**src/rtl/esch_pkg.sv**
```systemverilog
package esch_pkg;
   localparam int QN  = 8;
   localparam int QIW = 3;

   // number of weighted queues selected by a mode code
   function automatic logic [3:0] weighted_count(input logic [2:0] m);
      case (m)
         3'd0:    weighted_count = 4'd8;
         3'd1:    weighted_count = 4'd0;
         default: weighted_count = 4'd9 - {1'b0, m};
      endcase
   endfunction
endpackage

```
**src/rtl/esch_prio_pick.sv**
```systemverilog
module esch_prio_pick #(
   parameter int N  = 8,
   parameter int IW = 3
) (
   input  logic [N-1:0]  req,
   output logic          vld,
   output logic [IW-1:0] idx
);
   always_comb begin
      vld = |req;
      idx = '0;
      for (int i = 0; i < N; i++)
         if (req[i]) idx = IW'(i);
   end
endmodule

```
**src/rtl/esch_wrr_pick.sv**
```systemverilog
module esch_wrr_pick #(
   parameter int N  = 8,
   parameter int IW = 3,
   parameter int WW = 16
) (
   input  logic            clk,
   input  logic            rst_n,
   input  logic [N-1:0]    req,
   input  logic [N*WW-1:0] wts,
   input  logic            take,
   output logic            vld,
   output logic [IW-1:0]   idx
);
   logic [IW-1:0] ptr;
   logic [WW-1:0] cred;
   logic          stay, nxt_v;
   logic [IW-1:0] nxt;
   logic [WW-1:0] wsel;

   always_comb begin
      stay  = req[ptr] && (cred != '0);
      nxt_v = 1'b0;
      nxt   = ptr;
      for (int k = N; k >= 1; k--) begin
         automatic int j = (int'(ptr) + k) % N;
         if (req[j]) begin
            nxt   = IW'(j);
            nxt_v = 1'b1;
         end
      end
      vld  = stay | nxt_v;
      idx  = stay ? ptr : nxt;
      wsel = wts[int'(nxt)*WW +: WW];
   end

   always_ff @(posedge clk or negedge rst_n) begin
      if (!rst_n) begin
         ptr  <= IW'(N-1);
         cred <= '0;
      end else if (take) begin
         if (stay) cred <= cred - 1'b1;
         else if (nxt_v) begin
            ptr  <= nxt;
            cred <= (wsel == '0) ? '0 : wsel - 1'b1;
         end
      end
   end
endmodule

```
**src/rtl/esch_chan.sv**
```systemverilog
module esch_chan
   import esch_pkg::*;
#(
   parameter int WW = 16
) (
   input  logic            clk,
   input  logic            rst_n,
   input  logic [2:0]      mode,
   input  logic [QN-1:0]   elig,
   input  logic [QN*WW-1:0] wts,
   input  logic            deq,
   output logic            gnt_vld,
   output logic [QIW-1:0]  gnt_q
);
   logic [3:0]     nw;
   logic [QN-1:0]  smask, s_req, w_req;
   logic           s_vld, w_vld, need, held_v;
   logic [QIW-1:0] s_idx, w_idx, held_q;

   always_comb begin
      nw = weighted_count(mode);
      for (int i = 0; i < QN; i++) smask[i] = (4'(i) >= nw);
      s_req = elig & smask;
      w_req = elig & ~smask;
   end

   esch_prio_pick #(.N(QN), .IW(QIW)) u_strict (
      .req(s_req), .vld(s_vld), .idx(s_idx));

   esch_wrr_pick #(.N(QN), .IW(QIW), .WW(WW)) u_wrr (
      .clk(clk), .rst_n(rst_n), .req(w_req), .wts(wts),
      .take(need && !s_vld), .vld(w_vld), .idx(w_idx));

   assign need = !held_v || deq || !elig[held_q];

   always_ff @(posedge clk or negedge rst_n) begin
      if (!rst_n) begin
         held_v <= 1'b0;
         held_q <= '0;
      end else if (need) begin
         held_v <= s_vld | w_vld;
         held_q <= s_vld ? s_idx : w_idx;
      end
   end

   assign gnt_vld = held_v && elig[held_q];
   assign gnt_q   = held_q;

   a_r3_only_eligible: assert property (@(posedge clk) disable iff (!rst_n)
      gnt_vld |-> elig[gnt_q]);
   a_r8_held_stable: assert property (@(posedge clk) disable iff (!rst_n)
      (gnt_vld && $past(gnt_vld && !deq)) |-> $stable(gnt_q));
   a_r2_top_strict: assert property (@(posedge clk) disable iff (!rst_n)
      (gnt_vld && $past(need && s_vld)) |-> (($past(s_req) >> gnt_q) == QN'(1)));
   a_r5_strict_first: assert property (@(posedge clk) disable iff (!rst_n)
      (gnt_vld && $past(need) && ({1'b0, gnt_q} < $past(nw))) |-> ($past(s_req) == '0));
endmodule

```
**src/rtl/esch_top.sv**
```systemverilog
module esch_top
   import esch_pkg::*;
#(
   parameter int NCH = 2,
   parameter int NQ  = 8,
   parameter int WW  = 16,
   localparam int CW = (NCH > 1) ? $clog2(NCH) : 1
) (
   input  logic              clk,
   input  logic              rst_n,
   input  logic [NCH*NQ-1:0] q_valid,
   input  logic [NCH*NQ-1:0] q_close,
   input  logic              mode_we,
   input  logic [CW-1:0]     mode_ch,
   input  logic [2:0]        mode_val,
   input  logic              wt_we,
   input  logic [CW-1:0]     wt_ch,
   input  logic [2:0]        wt_q,
   input  logic [WW-1:0]     wt_val,
   input  logic [NCH-1:0]    deq,
   output logic [NCH-1:0]    gnt_vld,
   output logic [NCH*3-1:0]  gnt_q
);
   if (NQ != QN) begin : g_bad_nq
      initial $error("esch_top: NQ must be 8");
   end
   if (NCH < 1) begin : g_bad_nch
      initial $error("esch_top: NCH must be at least 1");
   end

   for (genvar c = 0; c < NCH; c++) begin : g_ch
      logic [2:0]       md;
      logic [NQ*WW-1:0] wv;

      always_ff @(posedge clk or negedge rst_n) begin
         if (!rst_n) begin
            md <= 3'd1;
            wv <= '0;
         end else begin
            if (mode_we && (int'(mode_ch) == c)) md <= mode_val;
            if (wt_we && (int'(wt_ch) == c)) wv[int'(wt_q)*WW +: WW] <= wt_val;
         end
      end

      esch_chan #(.WW(WW)) u_chan (
         .clk(clk), .rst_n(rst_n), .mode(md),
         .elig(q_valid[c*NQ +: NQ] & ~q_close[c*NQ +: NQ]),
         .wts(wv), .deq(deq[c]),
         .gnt_vld(gnt_vld[c]), .gnt_q(gnt_q[c*3 +: 3]));
   end
endmodule

```
**config.mk**
```make
export PLATFORM = sky130hd
export DESIGN_NAME = esch_top
export DESIGN_NICKNAME = d
export VERILOG_FILES = /design/src/rtl/esch_pkg.sv /design/src/rtl/esch_prio_pick.sv /design/src/rtl/esch_wrr_pick.sv /design/src/rtl/esch_chan.sv /design/src/rtl/esch_top.sv
export SDC_FILE = /design/constraint.sdc
export NUM_CORES = 1
export LEC_CHECK = 0
export ABC_AREA = 1
export BUFFER_PORTS_ARGS = -buffer_cell sky130_fd_sc_hd__buf_2
export CAP_MARGIN = 20
export CELL_PAD_IN_SITES_DETAIL_PLACEMENT = 0
export CELL_PAD_IN_SITES_GLOBAL_PLACEMENT = 1
export CORE_MARGIN = 5
export CORE_UTILIZATION = 33
export CTS_BUF_LIST = sky130_fd_sc_hd__clkbuf_8 sky130_fd_sc_hd__clkbuf_16
export CTS_CLUSTER_SIZE = 12
export DETAILED_ROUTE_END_ITERATION = 8
export PLACE_DENSITY = 0.68
export SLEW_MARGIN = 5
export SYNTH_ARGS = -nofsm -noshare
export SYNTH_HDL_FRONTEND = slang
export SYNTH_HIERARCHICAL = 1
export SYNTH_SLANG_ARGS = --single-unit
```
**constraint.sdc**
```tcl
create_clock -name clk -period 4.75 [get_ports clk]
set_input_delay 0.475 -clock clk [delete_from_list [all_inputs] [get_ports clk]]
set_output_delay 0.475 -clock clk [all_outputs]
set_load 0.05 [all_outputs]
```
==> flow_summary.json, run 1 <==
{
  "slew_headroom_pct": 41.1,
  "muxShareOfSynthArea_pct": 0,
  "place_congestion": 0.897,
  "outcome": "complete, no violations",
  "synth_top_family_by_area": "simple AND/OR/NAND/NOR gates",
  "htreeDepth": 2,
  "synth_area_leader_cell": "dfrtp_1",
  "synthTopCellsByArea": "dfrtp_1 38%, nand2_1 17%, nand3_1 9.9%",
  "yosys.area_share.simple_pct": 40.8,
  "crit_cells": 34,
  "min-delay-path-class": "in -> reg",
  "synth_nets": 2858,
  "ys_seq_area_share_pct": 39.4,
  "nFillCells": 6363,
  "cts_tree": "yes",
  "grt_util_all_layers_pct": 20.7,
  "synth-seq-cells": 308,
  "critPathBufInv": 6,
  "max_freq_mhz": 227,
  "avgSynthCellArea_um2": 7.05,
  "drtAntennaViolNets": 0,
  "r2r_cells": 34,
  "grt_max_degree": 108,
  "min_period_ns": 4.40,
  "die_area_um2": 64300,
  "final_nets": 2883,
  "worstSetupEndpointType": "register",
  "hold_path_depth": 3,
  "cts_buffers": 38,
  "diodes": 0,
  "async_flop_share_pct": 100,
  "hold_violations": 0,
  "yosys.area.top_type_share_pct": 38.3,
  "clock_skew_ns": 0.0251,
  "grt_overflow": 0,
  "core_area_um2": 58900,
  "synthTopCellsByCount": "873 x nand2_1, 387 x nand3_1, 300 x dfrtp_1",
  "synthXorXnorAreaFrac_pct": 1.34,
  "port_buffers": 69,
  "wl_um": 68300,
  "synth_ff_type": "dfrtp_1",
  "cts.sinks": 308,
  "worst-path-max-fanout": 15,
  "grt_pass1_vias": 17429,
  "wl_per_cell_um": 18.9,
  "worstSetupStartpointType": "register",
  "max_stage_delay_ns": 0.38,
  "path_class": "reg -> reg",
  "place_hpwl_um": 49600,
  "cts-root-buf": "clkbuf_16",
  "ioPinCount": 70,
  "post_synth_num_cell_types": 41,
  "die-height_um": 254,
  "place_inst": 3527,
  "cp_slowest_cell": "dfrtp_1",
  "drcViolationCount": 0,
  "cp_data_required_time_ns": 5.20,
  "clock_path_buffers": 3,
  "drive_gt1_share_pct": 12.4,
  "final_cell_count_no_fill": 3607,
  "vias": 18470,
  "synth_edf_count": 0,
  "antenna_found_initial": 0,
  "postSynthCellCount": 2779,
  "cp.arrival_ns": 4.85,
  "rows": 89,
  "yosysWarnings": 6,
  "tns_ns": 0,
  "cp_common_cell": "nand2_1",
  "tightest_slew_ns": 0.881,
  "grt_first_pass_wirelength_um": 105000,
  "final.period_utilization_pct": 92.7,
  "fp.dieW_um": 254,
  "clkTransAtPathRegs_ns": 0.06,
  "setup_viol": 0,
  "synth-adder-area-share_pct": 1.09,
  "drt_iter0_drc": 1667,
  "synth_compound_area_share_pct": 6.94,
  "max_cap_violations": 0,
  "area_growth_pct": 12.2,
  "start_util_pct": 33.2,
  "cpLargestDelayFamily": "simple AND/OR/NAND/NOR gates",
  "synth_most_common_cell": "nand2_1",
  "synth_area_um2": 19600,
  "whs_ns": 0.155,
  "viasPerCell": 5.12,
  "dr.pass1.iters": 9,
  "clock_latency_ns": 0.57,
  "slew_violations": 0
}
## final timing paths
kind	startpoint	end	slack, ns
setup / recovery	g_ch[0].md[1]$_DFFE_PN0P_	g_ch[0].u_chan/u_wrr/cred[7]$_DFFE_PN0P_	0.35
hold / removal	mode_val[0]	g_ch[1].md[0]$_DFFE_PN1P_	0.16
setup reg to reg	g_ch[0].md[1]$_DFFE_PN0P_	g_ch[0].u_chan/u_wrr/cred[7]$_DFFE_PN0P_	0.35
hold reg to reg	g_ch[0].wv[106]$_DFFE_PN0P_	g_ch[0].wv[106]$_DFFE_PN0P_	0.47
max in group asynchronous	rst_n	g_ch[0].u_chan/u_wrr/cred[11]$_DFFE_PN0P_	3.05
min in group asynchronous	rst_n	g_ch[1].wv[41]$_DFFE_PN0P_	0.54
## cell type report
cell class	count	area, µm²	area share (%)
multi-input cells	2026	9880	45.0
flip-flops and latches	308	7720	35.1
inverters	307	1160	5.27
clock buffers	47	1070	4.89
well taps	773	967	4.40
repair buffers	123	915	4.16
clock inverters	23	260	1.18
## placed cells by master, fill, tap and decap left out, types with 3 or more instances in the layout
cell / count
nor3_1: 5
clkinvlp_4: 3
clkinv_2: 4
o21ai_2: 6
a21oi_2: 12
bufinv_16: 4
nand4_1: 84
xnor2_1: 12
nand3_1: 387
clkbuf_8: 9
a21oi_1: 64
nand3_4: 5
clkbuf_16: 38
buf_12: 9
inv_1: 281
dfstp_2: 8
nor2_4: 13
o21ai_0: 162
or2_2: 4
nand2_2: 40
nand3b_1: 74
nor2_1: 188
buf_6: 3
buf_4: 39
dfrtp_1: 300
nor2_2: 7
nor4_1: 6
nand3_2: 30
inv_2: 30
xor2_1: 18
nand2_1: 871
ha_1: 15
buf_2: 68
## worst reg2reg max path, delay by kind of cell, from the launching register on
kind / cells / cell delay [ns]
DFF: 1 / 0.38
adders and majority gates: 2 / 0.45
buffers and inverters: 6 / 0.63
AOI/OAI and AO/OA: 2 / 0.12
and+or+nand+nor: 24 / 2.71
## sequential cells by signal, summed over array words and instances (netlist names)
name,cells
g_ch.wv,256
g_ch.u_chan/u_wrr/cred,32
g_ch.u_chan/held_v,2
g_ch.u_chan/gnt_q,6
g_ch.u_chan/u_wrr/ptr,6
g_ch.md,6
## per-layer routing
metal	vias to the layer above	track usage [%]	part of all wire, %
met5	-	0	0
met4	0	7.66	3.7
met3	108	2.64	6.2
met2	639	32.0	44
met1	8706	29.9	46
li1	9017	-	-
## metrics by stage
stage	area (µm²)	setup slack, ns	utilization, %
floorplan	19600	1.03	-
global placement	20400	0.333	34.7
detailed placement	20500	0.261	34.8
CTS	21800	0.236	37.0
global route	22000	-0.0188	37.3
finish	22000	0.348	37.3
## kinds of logic (layout without fill, tap and decap cells)
| family | count (synthesis) | count (layout) |
|---|---|---|
| buffers and inverters | 447 | 500 |
| xor gates and xnor gates | 30 | 30 |
| AOI/OAI and AO/OA | 254 | 254 |
| DFF | 308 | 308 |
| adders and majority gates | 17 | 17 |
| and+or+nand+nor | 1723 | 1725 |
## repair_timing
action                     CTS  global route
hold endpoints to repair    93             0
gates resized for setup      0            16
setup buffers                0             6
setup endpoints to repair    0            32
hold buffers                 1             0
Power of run 1 is not shown: default switching activity piles up to over one toggle a cycle in this logic, so the estimate is an artifact.
==> run 2, diff against run 1 <==
REMOVE_ABC_BUFFERS = 1   (was unset)
==> flow_summary.json, run 2 (synthesis gave the netlist of run 1 again) <==
{
  "cts-root-buf": "clkbuf_16",
  "whs_ns": -0.0359,
  "worst-path-max-fanout": 24,
  "cts.sinks": 308,
  "place_congestion": 0.880,
  "clkTransAtPathRegs_ns": 0.06,
  "cp.arrival_ns": 4.75,
  "final_area_um2": 21900,
  "max_stage_delay_ns": 0.41,
  "grt_first_pass_wirelength_um": 101000,
  "ff2ff_setup_slack_ns": 0.44,
  "path_class": "reg -> reg",
  "core_area_um2": 58900,
  "grt_overflow": 0,
  "drive_gt1_share_pct": 12.2,
  "drt_iter0_drc": 1594,
  "die_area_um2": 64300,
  "max_freq_mhz": 232,
  "htreeDepth": 2,
  "clock_path_buffers": 3,
  "mostFrequentLayoutCells": "873 x nand2_1, 387 x nand3_1, 299 x dfrtp_1",
  "critPathBufInv": 5,
  "clock_skew_ns": 0.0204,
  "slew_headroom_pct": 39.6,
  "place_area_um2": 20400,
  "cts_tree": "yes",
  "min-delay-path-class": "in -> async",
  "hold_violations": 17,
  "final_nets": 2882,
  "wl_um": 63400,
  "tns_ns": 0,
  "start_util_pct": 33.2,
  "cts_buffers": 39,
  "reg_top3": "g_ch.wv (256), g_ch.u_chan/u_wrr/cred (32)",
  "largest_reg_flops": 256,
  "port_buffers": 69,
  "viasPerCell": 5.10,
  "diodes": 0,
  "drtAntennaViolNets": 0,
  "cp_slowest_cell": "dfrtp_1",
  "drcViolationCount": 0,
  "grt_pass1_vias": 17905,
  "die-height_um": 254,
  "clock_latency_ns": 0.57,
  "grt_max_degree": 110,
  "final.period_utilization_pct": 90.8,
  "ioPinCount": 70,
  "cp_common_cell": "nand2_1",
  "cp_data_required_time_ns": 5.19,
  "antenna_found_initial": 0,
  "vias": 18386,
  "worstSetupStartpointType": "register",
  "rows": 89,
  "wl_per_cell_um": 17.6,
  "cpLargestDelayFamily": "simple AND/OR/NAND/NOR gates",
  "worstSetupEndpointType": "register",
  "outcome": "complete, but fails checks",
  "max_cap_violations": 0,
  "violations": "hold timing",
  "setup_viol": 0,
  "largest_register": "g_ch.wv",
  "area_growth_pct": 12.1,
  "place_hpwl_um": 44900,
  "reg2reg_from": "g_ch[1].md[1]$_DFFE_PN0P_",
  "slew_violations": 0,
  "r2r_end": "g_ch[1].u_chan/u_wrr/cred[8]$_DFFE_PN0P_",
  "r2r_cells": 30,
  "grt_util_all_layers_pct": 19.6,
  "final_common_cell": "nand2_1",
  "dr.pass1.iters": 6,
  "grt_setup_unrepaired": "false",
  "min_period_ns": 4.31,
  "fp.dieW_um": 254,
  "tightest_slew_ns": 0.906
}
-- run 2: cell types whose count changed in the layout (fill, tap and decap cells not counted), moves of 2 or more --
cell / change
nand2_8: -2
clkinv_2: -2
buf_12: -3
clkbuf_16: +3
nand2_2: -2
buf_16: +3
clkinvlp_4: -2
nand2_1: +2
nor2_4: -2
buf_4: +3
clkbuf_8: +2
-- run 2: per-layer routing --
| metal | wire length, µm | track usage (%) | vias to the layer above |
|---|---|---|---|
| li1 | - | - | 9005 |
| met1 | 29900 | 28.3 | 8792 |
| met2 | 28300 | 31.1 | 499 |
| met3 | 3630 | 2.85 | 90 |
| met4 | 1530 | 5.39 | 0 |
| met5 | 0 | 0 | - |
-- run 2: timing repair --
item                       4_1_cts  5_1_grt
hold buffers                     0        0
resized for setup                0        5
setup buffers                    0        5
setup endpoints to repair        0       27
-- run 2: layout make-up --
class	count	area, µm²
clock buffer	52	1180
clock inverter	16	171
fill	6282	37000
inverter	307	1160
multi-input combinational	2024	9830
sequential	308	7720
tap	773	967
timing repair buffer	123	923
-- run 2: worst max path at each step --
stage	start	end	slack, ns	depth (start not counted)
final	g_ch[1].md[1]$_DFFE_PN0P_	g_ch[1].u_chan/u_wrr/cred[8]$_DFFE_PN0P_	0.44	30
after global routing	g_ch[1].md[1]$_DFFE_PN0P_	g_ch[1].u_chan/u_wrr/cred[9]$_DFFE_PN0P_	0.01	32
after CTS	g_ch[0].u_chan/u_wrr/ptr[0]$_DFFE_PN1P_	g_ch[0].u_chan/u_wrr/cred[6]$_DFFE_PN0P_	0.34	27
after detailed placement	g_ch[0].u_chan/u_wrr/ptr[0]$_DFFE_PN1P_	g_ch[0].u_chan/u_wrr/cred[6]$_DFFE_PN0P_	0.37	27
after global placement	g_ch[0].u_chan/u_wrr/ptr[0]$_DFFE_PN1P_	g_ch[0].u_chan/u_wrr/cred[5]$_DFFE_PN0P_	0.37	27
after floorplan	g_ch[0].u_chan/u_wrr/ptr[0]$_DFFE_PN1P_	g_ch[0].u_chan/u_wrr/cred[12]$_DFFE_PN0P_	0.06	26
-- run 2: through the flow --
step / utilization (%) / cells / worst slack, ns / hold WS, ns
after floorplan: - / 2639 / 0.0616 / 0.179
after global placement: 34.7 / 3526 / 0.365 / 0.454
after detailed placement: 34.7 / 3527 / 0.369 / 0.458
after CTS: 37.0 / 3595 / 0.344 / 0.0168
after global routing: 37.3 / 3603 / 0.0142 / 0.0433
final: 37.3 / 3603 / 0.438 / -0.0359
-- run 2: worst reg2reg max path, delay by kind of cell, from the launching register on --
family	cells	cell delay, ns
compound gates	2	0.14
simple gates	22	2.45
flops	1	0.41
fa+ha+maj	1	0.23
buf+inv	5	0.94
Power of run 2 is left out for the same reason.
